[config.mk]
export PLATFORM = sky130hd
export DESIGN_NAME = wdg_twostage
export DESIGN_NICKNAME = d
export VERILOG_FILES = /design/src/rtl/wdg_twostage_pkg.sv /design/src/rtl/wdg_twostage_regs.sv /design/src/rtl/wdg_twostage_cnt.sv /design/src/rtl/wdg_twostage_seq.sv /design/src/rtl/wdg_twostage.sv
export SDC_FILE = /design/constraint.sdc
export NUM_CORES = 1
export LEC_CHECK = 0
export ABC_CLOCK_PERIOD_IN_PS = 2850
export BUFFER_PORTS_ARGS = -buffer_cell sky130_fd_sc_hd__buf_2
export CORE_MARGIN = 2
export CORE_UTILIZATION = 53
export CTS_CLUSTER_SIZE = 10
export DETAILED_ROUTE_END_ITERATION = 8
export GPL_ROUTABILITY_DRIVEN = 0
export PLACE_DENSITY = 0.87
export SLEW_MARGIN = 5
export SYNTH_ARGS = -nofsm -noshare
export SYNTH_HDL_FRONTEND = slang
export SYNTH_HIERARCHICAL = 1
export SYNTH_SLANG_ARGS = --single-unit
export TNS_END_PERCENT = 10
[constraint.sdc]
create_clock -name clk_i -period 2.85 [get_ports clk_i]
set_clock_uncertainty 0.2 [all_clocks]
set_input_delay 0.1425 -clock clk_i [delete_from_list [all_inputs] [get_ports clk_i]]
set_output_delay 0.1425 -clock clk_i [all_outputs]
set_load 0.02 [all_outputs]
[src/rtl/wdg_twostage_pkg.sv]
package wdg_twostage_pkg;
  localparam int unsigned DATA_W       = 32;
  localparam int unsigned ADDR_W       = 2;
  localparam int unsigned SMI_CLR_BIT  = 13;
  localparam int unsigned EXP_FLAG_BIT = 3;

  typedef enum logic [ADDR_W-1:0] {
    REG_SMICTL = 2'd0,
    REG_STATUS = 2'd1,
    REG_PERIOD = 2'd2,
    REG_COUNT  = 2'd3
  } reg_addr_e;
endpackage

[src/rtl/wdg_twostage_regs.sv]
module wdg_twostage_regs
  import wdg_twostage_pkg::*;
#(
  parameter int unsigned CNT_W      = 16,
  parameter int unsigned PERIOD_RST = 20
) (
  input  logic              clk_i,
  input  logic              rst_ni,
  input  logic              we_i,
  input  logic [ADDR_W-1:0] addr_i,
  input  logic [DATA_W-1:0] wdata_i,
  output logic [DATA_W-1:0] rdata_o,
  input  logic              flag_i,
  input  logic [CNT_W-1:0]  cnt_i,
  output logic [CNT_W-1:0]  period_o,
  output logic              auto_clr_o,
  output logic              flag_w1c_o
);
  logic [CNT_W-1:0] period_q;
  logic             auto_clr_q;
  reg_addr_e        addr;

  assign addr = reg_addr_e'(addr_i);

  always_ff @(posedge clk_i or negedge rst_ni) begin
    if (!rst_ni) begin
      period_q   <= CNT_W'(PERIOD_RST);
      auto_clr_q <= 1'b1;
    end else if (we_i) begin
      if (addr == REG_SMICTL) auto_clr_q <= wdata_i[SMI_CLR_BIT];
      if (addr == REG_PERIOD) period_q   <= wdata_i[CNT_W-1:0];
    end
  end

  assign flag_w1c_o = we_i && (addr == REG_STATUS) && wdata_i[EXP_FLAG_BIT];

  always_comb begin
    rdata_o = '0;
    case (addr)
      REG_SMICTL: rdata_o[SMI_CLR_BIT]  = auto_clr_q;
      REG_STATUS: rdata_o[EXP_FLAG_BIT] = flag_i;
      REG_PERIOD: rdata_o[CNT_W-1:0]    = period_q;
      REG_COUNT:  rdata_o[CNT_W-1:0]    = cnt_i;
      default:    rdata_o = '0;
    endcase
  end

  logic unused_wdata;
  assign unused_wdata = ^wdata_i;

  assign period_o   = period_q;
  assign auto_clr_o = auto_clr_q;
endmodule

[src/rtl/wdg_twostage_cnt.sv]
module wdg_twostage_cnt #(
  parameter int unsigned CNT_W      = 16,
  parameter int unsigned PERIOD_RST = 20
) (
  input  logic             clk_i,
  input  logic             rst_ni,
  input  logic             tick_i,
  input  logic             kick_i,
  input  logic             hold_i,
  input  logic             restore_i,
  input  logic [CNT_W-1:0] period_i,
  output logic [CNT_W-1:0] cnt_o,
  output logic [CNT_W-1:0] reload_o,
  output logic             expire_o
);
  logic [CNT_W-1:0] cnt_q;
  logic [CNT_W-1:0] reload;

  // zero period would expire every tick; floor it at one
  assign reload   = (period_i == '0) ? CNT_W'(1) : period_i;
  assign expire_o = tick_i && !kick_i && !hold_i && (cnt_q == '0);

  always_ff @(posedge clk_i or negedge rst_ni) begin
    if (!rst_ni) begin
      cnt_q <= CNT_W'(PERIOD_RST);
    end else if (restore_i) begin
      cnt_q <= reload;
    end else if (!hold_i) begin
      if (kick_i)                 cnt_q <= reload;
      else if (tick_i) begin
        if (cnt_q == '0)          cnt_q <= reload;
        else                      cnt_q <= cnt_q - 1'b1;
      end
    end
  end

  assign cnt_o    = cnt_q;
  assign reload_o = reload;
endmodule

[src/rtl/wdg_twostage_seq.sv]
module wdg_twostage_seq #(
  parameter int unsigned RST_CYCLES = 4
) (
  input  logic clk_i,
  input  logic rst_ni,
  input  logic expire_i,
  input  logic auto_clr_i,
  input  logic flag_w1c_i,
  output logic flag_o,
  output logic smi_o,
  output logic sys_rst_o,
  output logic restore_o
);
  localparam int unsigned LW = (RST_CYCLES < 2) ? 1 : $clog2(RST_CYCLES);

  logic          flag_q;
  logic          smi_q;
  logic          rst_q;
  logic [LW-1:0] left_q;
  logic          trig;
  logic          flag_clr;

  assign trig      = expire_i && flag_q && !auto_clr_i;
  assign restore_o = rst_q && (left_q == '0);
  assign flag_clr  = flag_w1c_i || smi_q || restore_o;

  always_ff @(posedge clk_i or negedge rst_ni) begin
    if (!rst_ni) begin
      flag_q <= 1'b0;
      smi_q  <= 1'b0;
    end else begin
      smi_q <= expire_i && auto_clr_i;
      // a new expiry outranks any clear on the same edge
      if (expire_i)      flag_q <= 1'b1;
      else if (flag_clr) flag_q <= 1'b0;
    end
  end

  always_ff @(posedge clk_i or negedge rst_ni) begin
    if (!rst_ni) begin
      rst_q  <= 1'b0;
      left_q <= '0;
    end else if (trig) begin
      rst_q  <= 1'b1;
      left_q <= LW'(RST_CYCLES - 1);
    end else if (rst_q) begin
      if (left_q == '0) rst_q  <= 1'b0;
      else              left_q <= left_q - 1'b1;
    end
  end

  assign flag_o    = flag_q;
  assign smi_o     = smi_q;
  assign sys_rst_o = rst_q;
endmodule

[src/rtl/wdg_twostage.sv]
module wdg_twostage
  import wdg_twostage_pkg::*;
#(
  parameter int unsigned CNT_W      = 16,
  parameter int unsigned PERIOD_RST = 20,
  parameter int unsigned RST_CYCLES = 4
) (
  input  logic              clk_i,
  input  logic              rst_ni,
  input  logic              reg_we_i,
  input  logic [ADDR_W-1:0] reg_addr_i,
  input  logic [DATA_W-1:0] reg_wdata_i,
  output logic [DATA_W-1:0] reg_rdata_o,
  input  logic              kick_i,
  input  logic              tick_i,
  output logic              smi_o,
  output logic              sys_rst_o
);
  logic [CNT_W-1:0] cnt;
  logic [CNT_W-1:0] period;
  logic [CNT_W-1:0] reload_val;
  logic             auto_clr;
  logic             flag_w1c;
  logic             flag;
  logic             expire;
  logic             restore;

  wdg_twostage_regs #(.CNT_W(CNT_W), .PERIOD_RST(PERIOD_RST)) i_regs (
    .clk_i      (clk_i),
    .rst_ni     (rst_ni),
    .we_i       (reg_we_i),
    .addr_i     (reg_addr_i),
    .wdata_i    (reg_wdata_i),
    .rdata_o    (reg_rdata_o),
    .flag_i     (flag),
    .cnt_i      (cnt),
    .period_o   (period),
    .auto_clr_o (auto_clr),
    .flag_w1c_o (flag_w1c)
  );

  wdg_twostage_cnt #(.CNT_W(CNT_W), .PERIOD_RST(PERIOD_RST)) i_cnt (
    .clk_i     (clk_i),
    .rst_ni    (rst_ni),
    .tick_i    (tick_i),
    .kick_i    (kick_i),
    .hold_i    (sys_rst_o),
    .restore_i (restore),
    .period_i  (period),
    .cnt_o     (cnt),
    .reload_o  (reload_val),
    .expire_o  (expire)
  );

  wdg_twostage_seq #(.RST_CYCLES(RST_CYCLES)) i_seq (
    .clk_i      (clk_i),
    .rst_ni     (rst_ni),
    .expire_i   (expire),
    .auto_clr_i (auto_clr),
    .flag_w1c_i (flag_w1c),
    .flag_o     (flag),
    .smi_o      (smi_o),
    .sys_rst_o  (sys_rst_o),
    .restore_o  (restore)
  );
endmodule

==> summary.md, run 1 <==
| Metric | Value |
|---|---|
| Synth warn | 6 |
| Slowest cell on crit path | nor4b_1 |
| Via Count | 2176 |
| Lkg Pwr | 1.358 nW |
| Grt met2 use | 0.4094 |
| Status | completed |
| Worst min-delay path class | primary input to flop |
| Die Area | 0.005344 mm² |
| Critical path's largest stage delay | 0.54 ns |
| Min-delay src | kick_i |
| Rows | 25 |
| Via density | 6.112 |
| Clk root buf | clkbuf_8 |
| Final setup margin | 0.2816 ns |
| Residual DRC | 0 |
| Setup Slack @ Placement | 0.3575 ns |
| CTS tree | yes |
| First-pass GRT wire length | 9708 µm |
| Layout cells sized above 1 | 0.2815 |
| Input/output buffers | 40 |
| Final Slew Violations | 0 |
| Critical path class | flop to flop |
| CP Cell Sequence | inv_1, ha_1, nor4b_1, nand4_2, nor4b_1, nand3b_1, o211ai_1 |
| Drt wl/cell | 17.04 µm |
| Diode count | 0 |
| Initial Util | 0.5431 |
| Final hold slack | 0.03373 ns |
| Tmin final | 2.568 ns |
| CP arrival | 2.57 ns |
| # clock sinks | 38 |
| Commonest cells after routing, fill and taps aside | buf_2, dfrtp_1, dlygate4sd3_1, mux2i_1, conb_1 |
| Hold violation total from the final report | 0 |
| Gr busiest metal | met2 |
| Post-CTS setup buffers | 0 |
| Tcrit/Tclk final | 0.9012 |
| RSZ-0062 raised after global routing | no |
| Max_cap viols | 0 |
| # IOs | 73 |
| Area grow syn2layout | 16.26% |
| Chip width | 73.11 µm |
| CP dominant cell by count | nor4b_1 |
| Initial antenna violation count | 0 |
| Commonest non-fill, non-tap cell in the layout | buf_2 |
| Mapped cell area | 0.002531 mm² |
| Crit Path Max Fanout | 8 |
| Pwr Density | 570.0 mW/mm² |
| Clock buffer count from CTS | 5 |
| VDD IR max | 342.0 µV |
| Finished Layout Cells | 356 |
| Final core occ | 0.6314 |
| Die height | 73.11 µm |
| Iter 0 DRT Violations | 114 |
| Worst slew pin tran | 0.8673 ns |
| Setup Total Neg Slack | 0 ns |
| CTS H-tree lvls | 2 |
| Startpoint Class | flop |
| Grt total ovfl | 0 |
| Slew headroom | 0.4206 |
| Setup Viol. Count Final | 0 |
| Critical Path RT | 2.85 ns |
| All-Layer GR Usage | 0.2385 |
| Clock latency on the worst-skew pair | 0.29 ns |
| Mapped Cells | 246 |
| Final nets | 343 |
| RR Startpoint | i_cnt/cnt_o[0] |
| Routed wire length | 6066 µm |
| Grt met1 use | 0.2875 |
| ANT nets after route | 0 |
| Worst setup EP type | flop |
| Vias in the first global route | 2099 |
| Core area | 0.004661 mm² |
| Crit path launch | i_cnt/cnt_o[0] |
| Pre-antenna DRT Iters | 5 |
| Clock Tree Buf Depth | 2 |
| Clk slew on worst S/H paths | 0.07 ns |
| F_max | 0.3893 GHz |
| Grt met3 use | 0.04006 |
| Cells after DPL | 331 |
| Largest net degree at the start of global routing | 39 |
| Synthesized area per cell | 10.29 µm² |
| Placed wire-length estimate | 4075 µm |
stage by stage:
stage               power [W]  instance area [µm²]
floorplan            0.001148                 2587
global placement     0.001263                 2689
detailed placement   0.001284                 2689
CTS                  0.001666                 2943
global route         0.001761                 2943
finish               0.001677                 2943
final cells by class:
class,instances,area [µm²]
clock buffer,7,76.32
clock inverter,1,7.507
fill,354,1718
inverter,7,26.28
multi-input combinational,187,1400
sequential,38,957.2
tap,54,67.56
timing repair buffer,62,407.9
layer usage:
| metal | share of wire | up-vias |
|---|---|---|
| li1 | - | 997 |
| met1 | 0.42 | 1043 |
| met2 | 0.50 | 110 |
| met3 | 0.048 | 26 |
| met4 | 0.033 | 0 |
| met5 | 0 | - |
power breakdown:
part | internal, W | switching, W | leakage (nW)
Clock | 0.000173 | 0.000190 | 0.0385
Combinational | 0.000239 | 0.000258 | 0.868
Sequential | 0.000654 | 0.000164 | 0.451
worst max-delay path: cells and delay by family, from the launching register on:
kind            cells  cell delay, ns
flops               1            0.42
compound gates      1            0.14
simple gates        4            1.37
buf+inv             1            0.15
fa+ha+maj           1            0.20
repair_timing:
action | 4_1_cts | 5_1_grt
hold buffers | 17 | 0
hold endpoints to repair | 50 | 0
gates resized for setup | 0 | 0
path summary, 6_finish.rpt:
| kind | endpoint | slack, ns | cells after the start |
|---|---|---|---|
| max in group asynchronous | i_seq/left_q[0] | 1.60 | 2 |
| max | i_seq/left_q[1] | 0.28 | 7 |
| min reg2reg | i_seq/flag_o | 0.31 | 1 |
| max reg2reg | i_seq/left_q[1] | 0.28 | 7 |
| min in group asynchronous | i_cnt/cnt_o[5] | 0.30 | 2 |
| min | i_seq/smi_o | 0.03 | 3 |
flip-flops by register name, indices dropped and copies added (netlist names):
name,flops
i_seq/left_q,2
i_seq/sys_rst_o,1
i_cnt/cnt_o,16
i_seq/smi_o,1
i_regs/auto_clr_o,1
i_seq/flag_o,1
i_regs/period_o,16
(Power assumes the default switching activity.)
==> run 2, diff against run 1 <==
--- a/config.mk
+++ b/config.mk
@@ -13,6 +13,7 @@
 export DETAILED_ROUTE_END_ITERATION = 8
 export GPL_ROUTABILITY_DRIVEN = 0
 export PLACE_DENSITY = 0.87
+export RECOVER_POWER = 25
 export SLEW_MARGIN = 5
 export SYNTH_ARGS = -nofsm -noshare
 export SYNTH_HDL_FRONTEND = slang
==> run 2 against run 1 <==
Compared with the run above: the flow now finishes with violations (max-capacitance violations, max-slew violations); hold slack improved by 0.0011 ns; clock power about the same; via count increased by 0.18%; final cell count unchanged; global-route usage unchanged; die area unchanged; count of clock-buffer cells in the layout unchanged; combinational power about the same; first-iteration DRC count decreased by 3.5%; flip-flop and latch count unchanged; sequential share of layout area increased by 0.055 points; largest cell class unchanged.
==> summary.md, run 2 (synthesis gave the netlist of run 1 again) <==
| Metric | Value |
|---|---|
| Crit path buf inv count | 1 |
| Die height | 73.11 µm |
| Pre-antenna DRT Iters | 4 |
| Clk slew on worst S/H paths | 0.07 ns |
| RSZ-0062 raised after global routing | no |
| CP Cell Sequence | inv_1, ha_1, nor4b_1, nand4_2, nor4b_1, nand3b_1, o211ai_1 |
| F_max | 0.3894 GHz |
| Setup Total Neg Slack | 0 ns |
| Core area | 0.004661 mm² |
| Final nets | 343 |
| Chip width | 73.11 µm |
| Initial antenna violation count | 0 |
| # clock sinks | 38 |
| Commonest non-fill, non-tap cell in the layout | buf_2 |
| Rows | 25 |
| Startpoint Class | flop |
| Multi-input logic area | 0.001400 mm² |
| Diode count | 0 |
| Hold violation total from the final report | 0 |
| Clock latency on the worst-skew pair | 0.29 ns |
| Area grow syn2layout | 16.07% |
| Slowest cell on crit path | nor4b_1 |
| Slew headroom | -0.3801 |
| Input/output buffers | 40 |
| CP dominant cell by count | nor4b_1 |
| ANT nets after route | 0 |
| Residual DRC | 0 |
| # IOs | 73 |
| Critical path's largest stage delay | 0.55 ns |
| Layout cells sized above 1 | 0.2682 |
| Final core occ | 0.6303 |
| Setup Viol. Count Final | 0 |
| VDD IR max | 341.5 µV |
| Top delay family on crit path | simple AND/OR/NAND/NOR gates |
| Drt wl/cell | 16.94 µm |
| Critical Path RT | 2.85 ns |
| Largest net degree at the start of global routing | 39 |
| Lkg Pwr | 1.343 nW |
| Max_cap viols | 1 |
| All-Layer GR Usage | 0.2385 |
| CTS tree | yes |
| Via density | 6.124 |
| FILL cells | 357 |
| Initial Util | 0.5431 |
| Critical path class | flop to flop |
| CP arrival | 2.56 ns |
| Worst slew pin tran | 2.070 ns |
| Clock buffer count from CTS | 5 |
| Clk root buf | clkbuf_8 |
| Status | finished, violations left |
| Vias in the first global route | 2099 |
| Finished Layout Cells | 356 |
| Iter 0 DRT Violations | 110 |
| Worst min-delay path class | primary input to flop |
| First-pass GRT wire length | 9708 µm |
| Placed wire-length estimate | 4075 µm |
| Failing checks | max-capacitance violations, max-slew violations |
| Grt total ovfl | 0 |
| CTS H-tree lvls | 2 |
| Crit Path Max Fanout | 8 |
| Clock Tree Buf Depth | 2 |
| Tcrit/Tclk final | 0.9011 |
| Worst setup EP type | flop |
| Cells after DPL | 331 |
| Die Area | 0.005344 mm² |
| FF+latch area | 957.2 µm² |
| Via Count | 2180 |
| Pwr Density | 570.4 mW/mm² |
| Commonest cells after routing, fill and taps aside | buf_2, dfrtp_1, dlygate4sd3_1, mux2i_1, conb_1 |
| Routed wire length | 6029 µm |
| Post-CTS setup buffers | 0 |
| Tmin final | 2.568 ns |
| Final Slew Violations | 39 |
==> run 2: cell types whose count changed in the layout (fill, tap and decap cells not counted) <==
cell / previous run / this run
clkbuf_1: 2 / 6
buf_2: 40 / 36
==> run 2: power breakdown <==
group | switching, W | internal [W]
Combinational | 0.000256 | 0.000239
Sequential | 0.000164 | 0.000654
Clock | 0.000189 | 0.000173
==> run 2: worst reg2reg max path, cell delays in order (launching register included) <==
cell and delay (ns):
dfrtp_1 0.42, inv_1 0.15, ha_1 0.19, nor4b_1 0.33, nand4_2 0.28, nor4b_1 0.55
nand3b_1 0.22, o211ai_1 0.15
==> run 2: layout make-up <==
cell class,count,share of cell area
clock buffer,7,0.02598
timing repair buffer,62,0.1371
multi-input combinational,187,0.4766
clock inverter,1,0.002555
sequential,38,0.3258
tap,54,0.02300
inverter,7,0.008944
==> run 2: final timing paths <==
| path | startpoint | depth (start not counted) | to | slack, ns |
|---|---|---|---|---|
| setup / recovery | i_cnt/cnt_o[0] | 7 | i_seq/left_q[1] | 0.28 |
| hold / removal | kick_i | 3 | i_seq/smi_o | 0.03 |
| setup reg to reg | i_cnt/cnt_o[0] | 7 | i_seq/left_q[1] | 0.28 |
| hold reg to reg | i_seq/flag_o | 1 | i_seq/flag_o | 0.31 |
| max in group asynchronous | rst_ni | 2 | i_seq/left_q[0] | 0.48 |
| min in group asynchronous | rst_ni | 2 | i_cnt/cnt_o[9] | 0.79 |
==> run 2: timing repair <==
item                                   in CTS  in global routing
hold buffers                               17                  0
endpoints found under the hold margin      50                  0
gates resized for setup                     0                  0
==> run 2: layer usage <==
layer,share of wire,GRT usage,vias up
li1,-,-,996
met1,0.41,0.2875,1046
met2,0.50,0.4094,112
met3,0.053,0.04006,26
met4,0.036,0.1173,0
met5,0,0,-
==> run 2: through the flow <==
stage	power [W]	hold slack [ns]	setup slack, ns	cell area, µm²
floorplan	0.001148	-0.3531	0.5885	2587
global placement	0.001263	0.09292	0.4653	2689
detailed placement	0.001284	0.09566	0.3575	2689
CTS	0.001666	0.01785	0.3100	2943
global route	0.001762	0.03587	0.04984	2938
finish	0.001676	0.03488	0.2818	2938
==> run 3, diff against run 2 <==
--- a/config.mk
+++ b/config.mk
@@ -12,6 +12,7 @@
 export CTS_CLUSTER_SIZE = 10
 export DETAILED_ROUTE_END_ITERATION = 8
 export GPL_ROUTABILITY_DRIVEN = 0
+export GPL_TIMING_DRIVEN = 0
 export PLACE_DENSITY = 0.87
 export RECOVER_POWER = 25
 export SLEW_MARGIN = 5
==> run 3 against run 2 <==
Compared with the run above: the run now ends clean; count of clock-buffer cells in the layout fell by 1; global-route usage rose by 0.29 points; non-clock buffer count rose by 24; routed wire length rose by 5.2%; design area rose by 6.7%; first-iteration DRC count rose by 74%; final cell count rose by 6.7%; worst setup slack got worse by 0.060 ns; die area did not move; flip-flop and latch count did not move; largest cell class unchanged; largest power group unchanged.
==> summary.md, run 3 (synthesis gave the netlist of run 1 again) <==
| Metric | Value |
|---|---|
| CP arrival | 2.64 ns |
| Core area | 0.004661 mm² |
| Crit Path Max Fanout | 10 |
| Input/output buffers | 40 |
| Setup Total Neg Slack | 0 ns |
| F_max | 0.3804 GHz |
| VDD IR max | 424.3 µV |
| ANT nets after route | 0 |
| Placed wire-length estimate | 4287 µm |
| # IOs | 73 |
| Max_cap viols | 0 |
| Setup Viol. Count Final | 0 |
| Via density | 5.953 |
| Largest net degree at the start of global routing | 39 |
| Lkg Pwr | 1.444 nW |
| Initial Util | 0.5431 |
| Min-delay src | kick_i |
| Final hold slack | 0.01810 ns |
| Pwr Density | 603.3 mW/mm² |
| CTS tree | yes |
| Final Slew Violations | 0 |
| Via Count | 2262 |
| Rows | 25 |
| Die height | 73.11 µm |
| Startpoint Class | flop |
| Initial antenna violation count | 0 |
| Diode count | 0 |
| Drt wl/cell | 16.69 µm |
| RR Startpoint | i_cnt/cnt_o[0] |
| Worst setup EP type | flop |
| Post-CTS setup buffers | 0 |
| Chip width | 73.11 µm |
| # clock sinks | 38 |
| Status | completed |
| Clk root buf | clkbuf_8 |
| Iter 0 DRT Violations | 191 |
| Die Area | 0.005344 mm² |
| Crit path launch | i_cnt/cnt_o[0] |
| Vias in the first global route | 2131 |
| Setup Slack @ Placement | 0.1327 ns |
| Tmin final | 2.629 ns |
| Finished Layout Cells | 380 |
| RSZ-0062 raised after global routing | no |
| Worst min-delay path class | primary input to flop |
| Area grow syn2layout | 23.88% |
| WHS Path Cells | 3 |
| Final core occ | 0.6728 |
| Cells after DPL | 355 |
| FILL cells | 342 |
| Critical path class | flop to flop |
| Critical Path RT | 2.86 ns |
| Clk slew on worst S/H paths | 0.08 ns |
| Commonest cells after routing, fill and taps aside | buf_2, dfrtp_1, dlygate4sd3_1 |
| Final setup margin | 0.2213 ns |
| Worst r2r path cells | 8 |
| Clock Tree Buf Depth | 2 |
| Pre-antenna DRT Iters | 5 |
| Layout cells sized above 1 | 0.2883 |
| Commonest non-fill, non-tap cell in the layout | buf_2 |
| Clock latency on the worst-skew pair | 0.30 ns |
| Slew headroom | 0.4218 |
| Routed wire length | 6341 µm |
| All-Layer GR Usage | 0.2414 |
| Tcrit/Tclk final | 0.9223 |
| Clock buffer count from CTS | 5 |
| Residual DRC | 0 |
| CTS H-tree lvls | 2 |
| Reg-to-reg slack, setup | 0.22 ns |
| Grt total ovfl | 0 |
| Final nets | 367 |
| Worst slew pin tran | 0.8672 ns |
| Hold violation total from the final report | 0 |
| First-pass GRT wire length | 9998 µm |
## run 3: cell types whose count changed in the layout (fill, tap and decap cells not counted)
cell,delta
clkbuf_1,+3
mux2_4,-9
clkinvlp_4,-1
mux2_1,+9
nor4b_1,-1
buf_6,+4
bufinv_16,+2
nor4b_2,+1
buf_2,+4
buf_4,+11
clkbuf_8,+1
## run 3: worst max-delay path, stage by stage, from the launching register on
cell and delay, ns:
dfrtp_1 0.43, inv_1 0.14, ha_1 0.18, nor4b_1 0.30, nand4_2 0.25, clkbuf_1 0.34
nor4b_2 0.39, nand3b_1 0.18, o211ai_1 0.12
## run 3: power by group
group,total (W),switching [W],internal (W)
clock,0.000575,0.000201,0.000373
combinational,0.000501,0.000263,0.000238
sequential,0.000816,0.000162,0.000654
total,0.00189,0.000627,0.00127
## run 3: layout make-up
class,count,area (µm²),area share
multi-input combinational,187,1373,0.4378
inverter,7,26.28,0.008380
buffer,29,202.7,0.06464
timing repair buffer,57,366.6,0.1169
clock buffer,6,82.58,0.02634
tap,54,67.56,0.02155
clock inverter,2,60.06,0.01915
sequential,38,957.2,0.3053
## run 3: through the flow
step / power, W / cell area (µm²)
finish: 0.001892 / 3136
global route: 0.001968 / 3136
CTS: 0.001897 / 3168
detailed placement: 0.001307 / 2855
global placement: 0.001288 / 2855
floorplan: 0.001148 / 2587
## run 3: repair_timing
item / 4_1_cts / 5_1_grt
endpoints found under the hold margin: 50 / 0
setup endpoints to repair: 0 / 3
hold buffers: 17 / 0
gates resized for setup: 0 / 1
## run 3: final timing paths
path / end
worst max-delay path: i_seq/left_q[1]
worst min-delay path: i_seq/smi_o
worst max register to register: i_seq/left_q[1]
worst min register to register: i_seq/flag_o
max in group asynchronous: i_seq/sys_rst_o
min in group asynchronous: i_cnt/cnt_o[8]
## run 3: per-layer routing
metal	vias up	wire length, µm	track usage
li1	1045	-	-
met1	1050	2572	0.3124
met2	138	2996	0.3844
met3	29	535	0.04834
met4	0	236	0.1193
met5	-	0	0
